File: config.mk
export PLATFORM = sky130hd
export DESIGN_NAME = i2c_irq_unit
export DESIGN_NICKNAME = d
export VERILOG_FILES = /design/src/rtl/i2c_irq_pkg.sv /design/src/rtl/irq_sticky_bank.sv /design/src/rtl/irq_vec_enc.sv /design/src/rtl/i2c_irq_unit.sv
export SDC_FILE = /design/constraint.sdc
export NUM_CORES = 1
export LEC_CHECK = 0
export ABC_AREA = 0
export BUFFER_PORTS_ARGS = -buffer_cell sky130_fd_sc_hd__buf_2
export CORE_MARGIN = 10
export CORE_UTILIZATION = 44
export CTS_CLUSTER_SIZE = 24
export DETAILED_ROUTE_END_ITERATION = 12
export GPL_ROUTABILITY_DRIVEN = 1
export MAX_ROUTING_LAYER = met4
export PLACE_DENSITY = 0.92
export SYNTH_ARGS = -nofsm -noshare
export SYNTH_HDL_FRONTEND = slang
export SYNTH_SLANG_ARGS = --single-unit
File: constraint.sdc
create_clock -name clk_i -period 2.7 [get_ports clk_i]
set_input_delay 0 -clock clk_i [delete_from_list [all_inputs] [get_ports clk_i]]
set_output_delay 0 -clock clk_i [all_outputs]
set_load 0.005 [all_outputs]
File: src/rtl/i2c_irq_pkg.sv
package i2c_irq_pkg;
  localparam int NUM_MAIN = 5;
  localparam int NUM_STICKY = 7;
  localparam int DATA_W = 16;
  localparam int VEC_W = 3;
  localparam int ADDR_W = 2;

  localparam int POS_XUDF = 10;
  localparam int POS_ROVR = 11;
  localparam int POS_BUSY = 12;

  localparam int IDX_XUDF = 5;
  localparam int IDX_ROVR = 6;

  typedef enum logic [ADDR_W-1:0] {
    A_STAT = 2'd0,
    A_EN   = 2'd1,
    A_VEC  = 2'd2,
    A_NONE = 2'd3
  } reg_addr_e;
endpackage

File: src/rtl/irq_sticky_bank.sv
module irq_sticky_bank #(
  parameter int N = 7
) (
  input  logic         clk_i,
  input  logic         rst_ni,
  input  logic [N-1:0] set_i,
  input  logic [N-1:0] clr_i,
  output logic [N-1:0] q_o
);
  for (genvar i = 0; i < N; i++) begin : g_bit
    always_ff @(posedge clk_i or negedge rst_ni) begin
      if (!rst_ni) q_o[i] <= 1'b0;
      else         q_o[i] <= (q_o[i] & ~clr_i[i]) | set_i[i];  // set wins
    end
  end
endmodule

File: src/rtl/irq_vec_enc.sv
module irq_vec_enc #(
  parameter int N = 5,
  parameter int W = 3
) (
  input  logic [N-1:0] pend_i,
  output logic [W-1:0] code_o,
  output logic [N-1:0] sel_o
);
  always_comb begin
    code_o = '0;
    sel_o  = '0;
    for (int i = N - 1; i >= 0; i--) begin
      if (pend_i[i]) begin
        code_o = W'(i + 1);
        sel_o  = N'(1) << i;
      end
    end
  end
endmodule

File: src/rtl/i2c_irq_unit.sv
module i2c_irq_unit
  import i2c_irq_pkg::*;
(
  input  logic              clk_i,
  input  logic              rst_ni,
  input  logic              evt_al_i,
  input  logic              evt_nack_i,
  input  logic              evt_ardy_i,
  input  logic              evt_rrdy_i,
  input  logic              evt_xrdy_i,
  input  logic              evt_xudf_i,
  input  logic              evt_rovr_i,
  input  logic              bus_busy_i,
  input  logic [ADDR_W-1:0] reg_addr_i,
  input  logic              reg_we_i,
  input  logic              reg_re_i,
  input  logic [DATA_W-1:0] reg_wdata_i,
  output logic [DATA_W-1:0] reg_rdata_o,
  output logic              irq_o
);
  logic [NUM_STICKY-1:0] evt_set, evt_clr, sticky_q;
  logic [NUM_MAIN-1:0]   en_q, vec_sel;
  logic [VEC_W-1:0]      vec_code;
  logic [DATA_W-1:0]     stat_view;
  logic                  stat_wr, en_wr, vec_rd;

  assign evt_set = {evt_rovr_i, evt_xudf_i, evt_xrdy_i, evt_rrdy_i,
                    evt_ardy_i, evt_nack_i, evt_al_i};

  assign stat_wr = reg_we_i && (reg_addr_i == A_STAT);
  assign en_wr   = reg_we_i && (reg_addr_i == A_EN);
  assign vec_rd  = reg_re_i && (reg_addr_i == A_VEC);

  for (genvar i = 0; i < NUM_MAIN; i++) begin : g_main_clr
    assign evt_clr[i] = (stat_wr && reg_wdata_i[i]) || (vec_rd && vec_sel[i]);
  end
  assign evt_clr[IDX_XUDF] = stat_wr && reg_wdata_i[POS_XUDF];
  assign evt_clr[IDX_ROVR] = stat_wr && reg_wdata_i[POS_ROVR];

  irq_sticky_bank #(.N(NUM_STICKY)) u_bank (
    .clk_i (clk_i),
    .rst_ni(rst_ni),
    .set_i (evt_set),
    .clr_i (evt_clr),
    .q_o   (sticky_q)
  );

  irq_vec_enc #(.N(NUM_MAIN), .W(VEC_W)) u_enc (
    .pend_i(sticky_q[NUM_MAIN-1:0]),
    .code_o(vec_code),
    .sel_o (vec_sel)
  );

  always_ff @(posedge clk_i or negedge rst_ni) begin
    if (!rst_ni)    en_q <= '0;
    else if (en_wr) en_q <= reg_wdata_i[NUM_MAIN-1:0];
  end

  always_comb begin
    stat_view                 = '0;
    stat_view[NUM_MAIN-1:0]   = sticky_q[NUM_MAIN-1:0];
    stat_view[POS_XUDF]       = sticky_q[IDX_XUDF];
    stat_view[POS_ROVR]       = sticky_q[IDX_ROVR];
    stat_view[POS_BUSY]       = bus_busy_i;
  end

  always_comb begin
    unique case (reg_addr_i)
      A_STAT:  reg_rdata_o = stat_view;
      A_EN:    reg_rdata_o = DATA_W'(en_q);
      A_VEC:   reg_rdata_o = DATA_W'(vec_code);
      default: reg_rdata_o = '0;
    endcase
  end

  assign irq_o = |(sticky_q[NUM_MAIN-1:0] & en_q);
endmodule

Word level (Yosys, flattened, before mapping)
Index checks and enable logic that the tools add are counted.
Widths: inputs -> output; s select.
{"block": "word_totals", "in_bits": 30, "wordCells": 65, "output_inout_bits": 17, "reg_bits": 12}
{"block": "classes", "n_reduce_logical": 22, "n_eq_ne": 2, "muxes": 11, "bitwise": 22}
{"op": "$pmux 13 s3", "n": 1}
{"op": "$mux 5", "n": 5}
{"op": "$logic_and 1x1->1", "n": 15}
{"op": "$mux 3", "n": 5}
{"op": "$and 1x1->1", "n": 7}
{"op": "$not 1->1", "n": 7}
{"op": "$or 1x1->1", "n": 7}
{"op": "$and 5x5->5", "n": 1}
{"op": "$logic_or 1x1->1", "n": 5}
{"op": "$reduce_or 5->1", "n": 1}
{"op": "$eq 2x1->1 const B", "n": 1}
{"op": "$eq 2x2->1 const B", "n": 1}
{"op": "$logic_not 2->1", "n": 1}

Logic depth before layout (Yosys ltp)
Gate-level depths: netlist of the first run.
{"block": "depth", "word_depth": 10, "depth_mapped": 4, "depth_no_buf": 3}

Hierarchy
A second synthesis of the first run with hierarchy kept.
{"block": "hier_totals", "cells_unflattened": 91, "area_unflattened_um2": 852.1}
{"module": "i2c_irq_unit", "cells_per_inst": 58, "instances": 1, "seq_area_each_um2": 125.1, "area_per_inst_um2": 523.0}
{"module": "irq_sticky_bank", "cells_per_inst": 21, "instances": 1, "seq_area_each_um2": 175.2, "area_per_inst_um2": 254.0}
{"module": "irq_vec_enc", "cells_per_inst": 12, "instances": 1, "seq_area_each_um2": 0.0, "area_per_inst_um2": 75.1}

Worst setup path before layout of the first run
Ideal clock, no wire load.
{"block": "synth_path", "path_kind": "reg2reg", "start": "register u_bank.q_o[0]", "end": "register u_bank.q_o[4]", "path_buffers": 0, "setup_ns": 0.120, "path_stages_with_launch": 4, "arrival_ns": 1.286, "required_time_ns": 2.580, "synth_period_minus_slack_ns": 1.405, "setup_slack_ns": 1.295, "path_cell_list": "dfrtp_1 > nor4_2 > or3b_1 > a31o_1"}
{"block": "synth_between", "elab_chain_len": 6}
{"item": "start: declaration", "line_no": "irq_sticky_bank.sv:8", "text": "output logic [N-1:0] q_o"}
{"item": "start signal: indexed assignment", "line_no": "irq_sticky_bank.sv:13", "text": "else q_o[i] <= (q_o[i] & ~clr_i[i]) | set_i[i];"}
{"item": "$mux 5", "line_no": "irq_vec_enc.sv:13", "text": "if (pend_i[i]) begin"}
{"item": "$logic_and 1x1->1", "line_no": "i2c_irq_unit.sv:35", "text": "assign evt_clr[i] = (stat_wr && reg_wdata_i[i]) || (vec_rd && vec_sel[i]);"}
{"item": "$logic_or 1x1->1", "line_no": "i2c_irq_unit.sv:35"}
{"item": "$not 1->1", "line_no": "irq_sticky_bank.sv:13"}
{"item": "$and 1x1->1", "line_no": "irq_sticky_bank.sv:13"}
{"item": "$or 1x1->1", "line_no": "irq_sticky_bank.sv:13"}
No other way between the ends.
A chain may end at the register's enable or synchronous reset.

Worst setup path in the final report of the first run
{"block": "layout_path", "start": "register u_bank.q_o[0]", "end": "output port reg_rdata_o[2]"}
{"block": "layout_between", "elab_chain_len": 2}
{"item": "$mux 3", "line_no": "irq_vec_enc.sv:13"}
{"item": "$pmux 13 s3", "line_no": "i2c_irq_unit.sv:68", "text": "unique case (reg_addr_i)"}
{"item": "end: declaration", "line_no": "i2c_irq_unit.sv:18", "text": "output logic [DATA_W-1:0] reg_rdata_o,"}
No other way between the ends.

==> metrics.txt, run 1 <==
largest cells by area after synthesis=dfrtp_1, buf_4, mux2_2; FF+latch count, synth=12; Core ar.=1560 um^2; area of the die=3770 um^2; drt wl/cell=15.9 um; Yosys warning total=0; row cnt=14; Ports=47; Post-Syn Area=753 um^2; Netlist cell types=30; Finished Cell Area=1050 um^2; total CTS buffers=3; cell type with the largest total area after synthesis=dfrtp_1; CTS H-tree depth=1; CTS tree=yes; vias in the first global route=814; worst setup margin=1.14 ns; Tot GR Track Use=0.129; Post-synth top flop=dfrtp_1; Finish-stage setup viols=0; setup TNS=0 ns; Layout Cells excl Fill=136; worst hold start=reg_wdata_i[11]; DRC=0; Register Area=300 um^2; Port Buffers=29; FILL cells=112; CP Data Arrival Time=1.56 ns; Post-synth EDFFs=0; Post-CTS Repair Setup Buffers=0; initial core utilization=0.483; Pwr Density=448 nW/um^2; status=finished clean; dpl cells=118; fmax=641 MHz; R2R setup slack=1.15 ns; vias per cell=5.43; drt first-iter violations=10; Post-DP Area=876 um^2; syn_area_per_cell=9.91 um^2; synth cell count leaders=dfrtp_1, buf_4, nand2_1, mux2_2; clk slew on worst S/H paths=0.08 ns; CTS max path bufs=2; Layout Skew=0.00689 ns; Die X-Extent=61.4 um; Post-DP HPWL=1600 um; initial antenna violation count=0; ant diodes=0; RSZ-0062 raised after global routing=no; GRT Residual Overflow=0; vias=738; Slew Limit Fails=0; crit path from=u_bank.q_o[0]; count of final hold-check violations=0; area growth from synthesis to layout=39.7%; first-pass GRT wire length=3560 um; CTS Sinks=12; Max-cap violations=0; top-area cell type share of the netlist area=0.399; Peak VDD IR=0.340 mV; WP data required=2.70 ns; Total Wirelength=2170 um; WS Path Type=reg2out; area of the multi-input gates=410 um^2; clock insertion delay at the later pin of the skew report=0.28 ns; Die Height=61.4 um; cell count after synthesis=76; layout cells sized above 1=0.375; HP Class=in2reg; CP Launch Type=flop; CTS root buf=clkbuf_4; Setup crit end kind=output pin; Final min period=1.56 ns; Initial DRT Pass Iterations=4; ys async rst share=1.00; Final Cycle Share=0.578; crit path max fanout=6; largest net degree at the start of global routing=18; reg2reg start=u_bank.q_o[0]; post-synthesis sequential area ratio=0.399; count leader, synth=dfrtp_1; fin nets=151; Antenna Nets Post-Route=0; routability cong.=0.816; pre-CTS setup slack=1.19 ns; Static Leakage=0.466 nW
-- state kept, by name (all words and copies together), names as in the netlist --
signal      cells
u_bank.q_o      7
en_q            5
-- what timing repair did --
| action | 4_1_cts | 5_1_grt |
|---|---|---|
| hold buffers | 14 | 0 |
| endpoints found under the hold margin | 24 | 0 |
| resized for setup | 0 | 0 |
-- final timing paths --
| kind | to | cells after the start |
|---|---|---|
| hold / removal | u_bank.q_o[6] | 3 |
| setup reg to reg | u_bank.q_o[4] | 3 |
| max in group asynchronous | u_bank.q_o[4] | 2 |
| setup / recovery | reg_rdata_o[2] | 4 |
| hold reg to reg | u_bank.q_o[6] | 1 |
| min in group asynchronous | en_q[4] | 2 |
-- cell families after synthesis --
| group | share of synthesized area |
|---|---|
| buffers and inverters | 0.0914 |
| other | 0.00498 |
| AO/OA/AOI/OAI | 0.181 |
| multiplexers | 0.101 |
| flip-flops | 0.399 |
| AND/OR/NAND/NOR | 0.223 |
-- metal layers --
metal  vias up  GRT usage  part of all wire
li1        347          -                 -
met3         7     0.0473             0.081
met4         0     0.0605             0.024
met2        35      0.203              0.47
met1       349      0.141              0.42
met5         -          -                 0
-- worst max-delay path, cell delays in order, from the launching register on --
cell     delay, ns
dfrtp_1       0.46
nor4_2        0.36
o21ai_0       0.14
a21oi_1       0.18
buf_2         0.14
-- layout make-up --
class | count | area share
multi-input combinational | 61 | 0.390
sequential | 12 | 0.285
timing repair buffer | 43 | 0.271
clock buffer | 4 | 0.0345
tap | 16 | 0.0190
-- stage by stage --
stage	util	power, W	hold slack, ns
after CTS	0.675	0.000473	0.0177
after global routing	0.675	0.000496	0.0231
after global placement	0.562	0.000305	-0.115
after floorplan	-	0.000273	-0.296
final	0.675	0.000471	0.0188
after detailed placement	0.562	0.000311	-0.110
-- cell usage in the layout, fill, tap and decap left out, drive strengths merged, types with 2 or more instances in the layout --
cell,instances
nand3,2
a21oi,2
a31o,3
a21o,5
a22oi,2
dfrtp,12
o21ai,2
dlygate4sd3,14
nor2b,3
nand3b,3
mux2i,2
clkbuf,4
buf,29
and2,3
nor2,4
conb,8
mux2,5
nand2,8
-- power breakdown --
group          switching (W)  internal, W
logic              0.0000460    0.0000607
clock network      0.0000661    0.0000821
registers          0.0000178     0.000198
total               0.000130     0.000341
Note: power is estimated with default switching activity, not from simulation.
==> run 2: changes to the inputs <==
--- a/config.mk
+++ b/config.mk
@@ -8,12 +8,12 @@
 export ABC_AREA = 0
 export BUFFER_PORTS_ARGS = -buffer_cell sky130_fd_sc_hd__buf_2
 export CORE_MARGIN = 10
-export CORE_UTILIZATION = 44
+export CORE_UTILIZATION = 41
 export CTS_CLUSTER_SIZE = 24
 export DETAILED_ROUTE_END_ITERATION = 12
 export GPL_ROUTABILITY_DRIVEN = 1
 export MAX_ROUTING_LAYER = met4
-export PLACE_DENSITY = 0.92
+export PLACE_DENSITY = 0.87
 export SYNTH_ARGS = -nofsm -noshare
 export SYNTH_HDL_FRONTEND = slang
 export SYNTH_SLANG_ARGS = --single-unit
==> constraint.sdc (replaced) <==
create_clock -name clk_i -period 1.5 [get_ports clk_i]
set_input_delay 0 -clock clk_i [delete_from_list [all_inputs] [get_ports clk_i]]
set_output_delay 0 -clock clk_i [all_outputs]
set_load 0.005 [all_outputs]
==> run 2 against run 1 <==
Compared with the run above:
- first-iteration DRC count grew 110%
- sequential power grew 79%
- worst hold slack lost 0.0024 ns
- via count grew 0.95%
- total power grew 67%
- cell count grew 8.8%
- worst setup slack lost 1.1 ns
- global-route usage shrank 1.5 points
- register-to-register slack lost 1.1 ns
- non-clock buffer count grew 4
- final area grew 3.7%
- clock power grew 30%
- largest cell class unchanged
==> metrics.txt, run 2 (synthesis results as in run 1) <==
Sequential Power Share=0.493 (was 0.459); initial core utilization=0.436 (was 0.483); worst setup margin=0.0311 ns (was 1.14 ns); Static Leakage=0.487 nW (was 0.466 nW); largest register by flop count=u_bank.q_o (unchanged); Finish-stage setup viols=0 (unchanged); reg2reg start=u_bank.q_o[2] (was u_bank.q_o[0]); Register-to-Register Path Depth=3 (unchanged); drt first-iter violations=21 (was 10); area of the die=3950 um^2 (was 3770 um^2); Power Total=0.000785 W (was 0.000471 W); ant diodes=0 (unchanged); Net Sw Power=0.000219 W (was 0.000130 W); CP peak stage delay=0.42 ns (was 0.46 ns); Die Height=62.9 um (was 61.4 um); CTS tree=yes (unchanged); Final min period=1.47 ns; crit path buf inv count=0 (was 1); vias=745 (was 738); crit-path cells=nor4_4 -> or3b_1 -> a31o_1 (was nor4_2 -> o21ai_0 -> a21oi_1 -> buf_2); vias in the first global route=811 (was 814); DRC=0 (unchanged); Die X-Extent=62.9 um (was 61.4 um); CTS Sinks=12 (unchanged); worst hold start=reg_wdata_i[10] (was reg_wdata_i[11]); fin nets=155 (was 151); Total Wirelength=2190 um (was 2170 um); crit path max fanout=3 (was 6); Hold EP=u_bank.q_o[5] (was u_bank.q_o[6]); clk slew on worst S/H paths=0.08 ns (about the same); CP Data Arrival Time=1.62 ns (was 1.56 ns); Clk pwr share=0.245 (was 0.315); Layout Cells excl Fill=148 (was 136); WP data required=1.65 ns (was 2.70 ns); Comb power frac=0.263 (was 0.227); pre-CTS setup slack=0.0384 ns (was 1.19 ns); Core ar.=1730 um^2 (was 1560 um^2); Antenna Nets Post-Route=0 (unchanged); row cnt=15 (was 14); status=finished clean (unchanged); Critical-path top delay cell=dfrtp_1 (unchanged); vias per cell=5.03 (was 5.43); Final Cycle Share=0.979; max reg flops=7 (unchanged); switch share=0.279 (was 0.276); clock insertion delay at the later pin of the skew report=0.27 ns (was 0.28 ns); CTS root buf=clkbuf_4 (unchanged); drt wl/cell=14.8 um (was 15.9 um); Top Registers=u_bank.q_o (7), en_q (5) (unchanged); Ports=47 (unchanged); R2R setup slack=0.03 ns (was 1.15 ns); internal power=0.000566 W (was 0.000341 W); hold depth=3 (unchanged); Crit path max-delay family=simple AND/OR/NAND/NOR gates (was flip-flops); Port Buffers=29 (unchanged); Slew Limit Fails=0 (unchanged); count of final hold-check violations=0 (unchanged); CTS H-tree depth=1 (unchanged); GRT Residual Overflow=0 (unchanged); Post-DP Area=917 um^2 (was 876 um^2); layout cells sized above 1=0.407 (was 0.375); commonest non-fill, non-tap cell in the layout=buf_2 (unchanged); CTS max path bufs=2 (unchanged); area growth from synthesis to layout=44.9% (was 39.7%); initial antenna violation count=0 (unchanged); WS Path Type=reg2reg (was reg2out); Initial DRT Pass Iterations=4 (unchanged); dpl cells=131 (was 118); Layout Skew=0.00836 ns (was 0.00689 ns); Finished Cell Area=1090 um^2 (was 1050 um^2); routability cong.=0.804 (was 0.816); Peak VDD IR=0.585 mV (was 0.340 mV); first-pass GRT wire length=3620 um (was 3560 um); FILL cells=142 (was 112); total CTS buffers=3 (unchanged); Max-cap violations=0 (unchanged); CP Launch Type=flop (unchanged); crit path from=u_bank.q_o[2] (was u_bank.q_o[0]); Tot GR Track Use=0.113 (was 0.129); R2R Path End=u_bank.q_o[4] (unchanged); Setup crit end kind=flop (was output pin); Layout Utilization=0.632 (was 0.675); Pwr Density=719 nW/um^2 (was 448 nW/um^2); highest-count cells in the layout ignoring fill and taps=buf_2, dlygate4sd3_1, dfrtp_1 (unchanged); HP Class=in2reg (unchanged); fmax=681 MHz; Post-DP HPWL=1710 um (was 1600 um); largest net degree at the start of global routing=18 (unchanged)
## run 2: area by class of cell
type                            instances  area [um^2]  area share
Clock buffer                            3         22.5      0.0206
Sequential cell                        12          300       0.275
Tap cell                               25         31.3      0.0287
Timing Repair Buffer                   47          313       0.287
Multi-Input combinational cell         61          424       0.389
## run 2: metal layers
layer  GRT usage  vias to the layer above  share of wire
met5           -                        -              0
met2       0.184                       50           0.48
met4      0.0419                        0         0.0082
met3      0.0484                        4           0.13
met1       0.119                      338           0.38
li1            -                      353              -
## run 2: power groups by stage
stage                     combinational, W  clock, W  sequential, W
after floorplan                   0.000107         0       0.000384
after global placement            0.000170         0       0.000388
after detailed placement          0.000178         0       0.000390
after CTS                         0.000204  0.000195       0.000384
after global routing              0.000228  0.000221       0.000390
final                             0.000206  0.000192       0.000386
## run 2: worst register-to-register path, delay by kind of cell (launching register included)
family	cells	cell delay (ns)
AOI/OAI and AO/OA	1	0.22
DFF	1	0.42
and+or+nand+nor	2	0.71
## run 2: per-stage QoR
stage | setup TNS (ns) | hold WS [ns]
after floorplan | 0 | -0.296
after global placement | 0 | -0.111
after global routing | -0.00641 | 0.0117
final | 0 | 0.0165
after CTS | 0 | 0.0125
after detailed placement | 0 | -0.108
## run 2: worst max-delay path by stage
stage,endpoint,slack (ns),depth (start not counted)
3_5_place_dp,u_bank.q_o[4],0.04,3
5_1_grt,u_bank.q_o[4],-0.006,3
3_3_place_gp,u_bank.q_o[4],0.07,3
6_report,u_bank.q_o[4],0.03,3
4_1_cts,u_bank.q_o[4],0.01,3
2_1_floorplan,u_bank.q_o[4],0.09,3
## run 2: timing repair
| action | 4_1_cts | 5_1_grt |
|---|---|---|
| endpoints found under the setup margin | 0 | 2 |
| resized for setup | 0 | 3 |
| endpoints found under the hold margin | 24 | 0 |
| hold buffers | 13 | 0 |
| setup buffers | 0 | 1 |
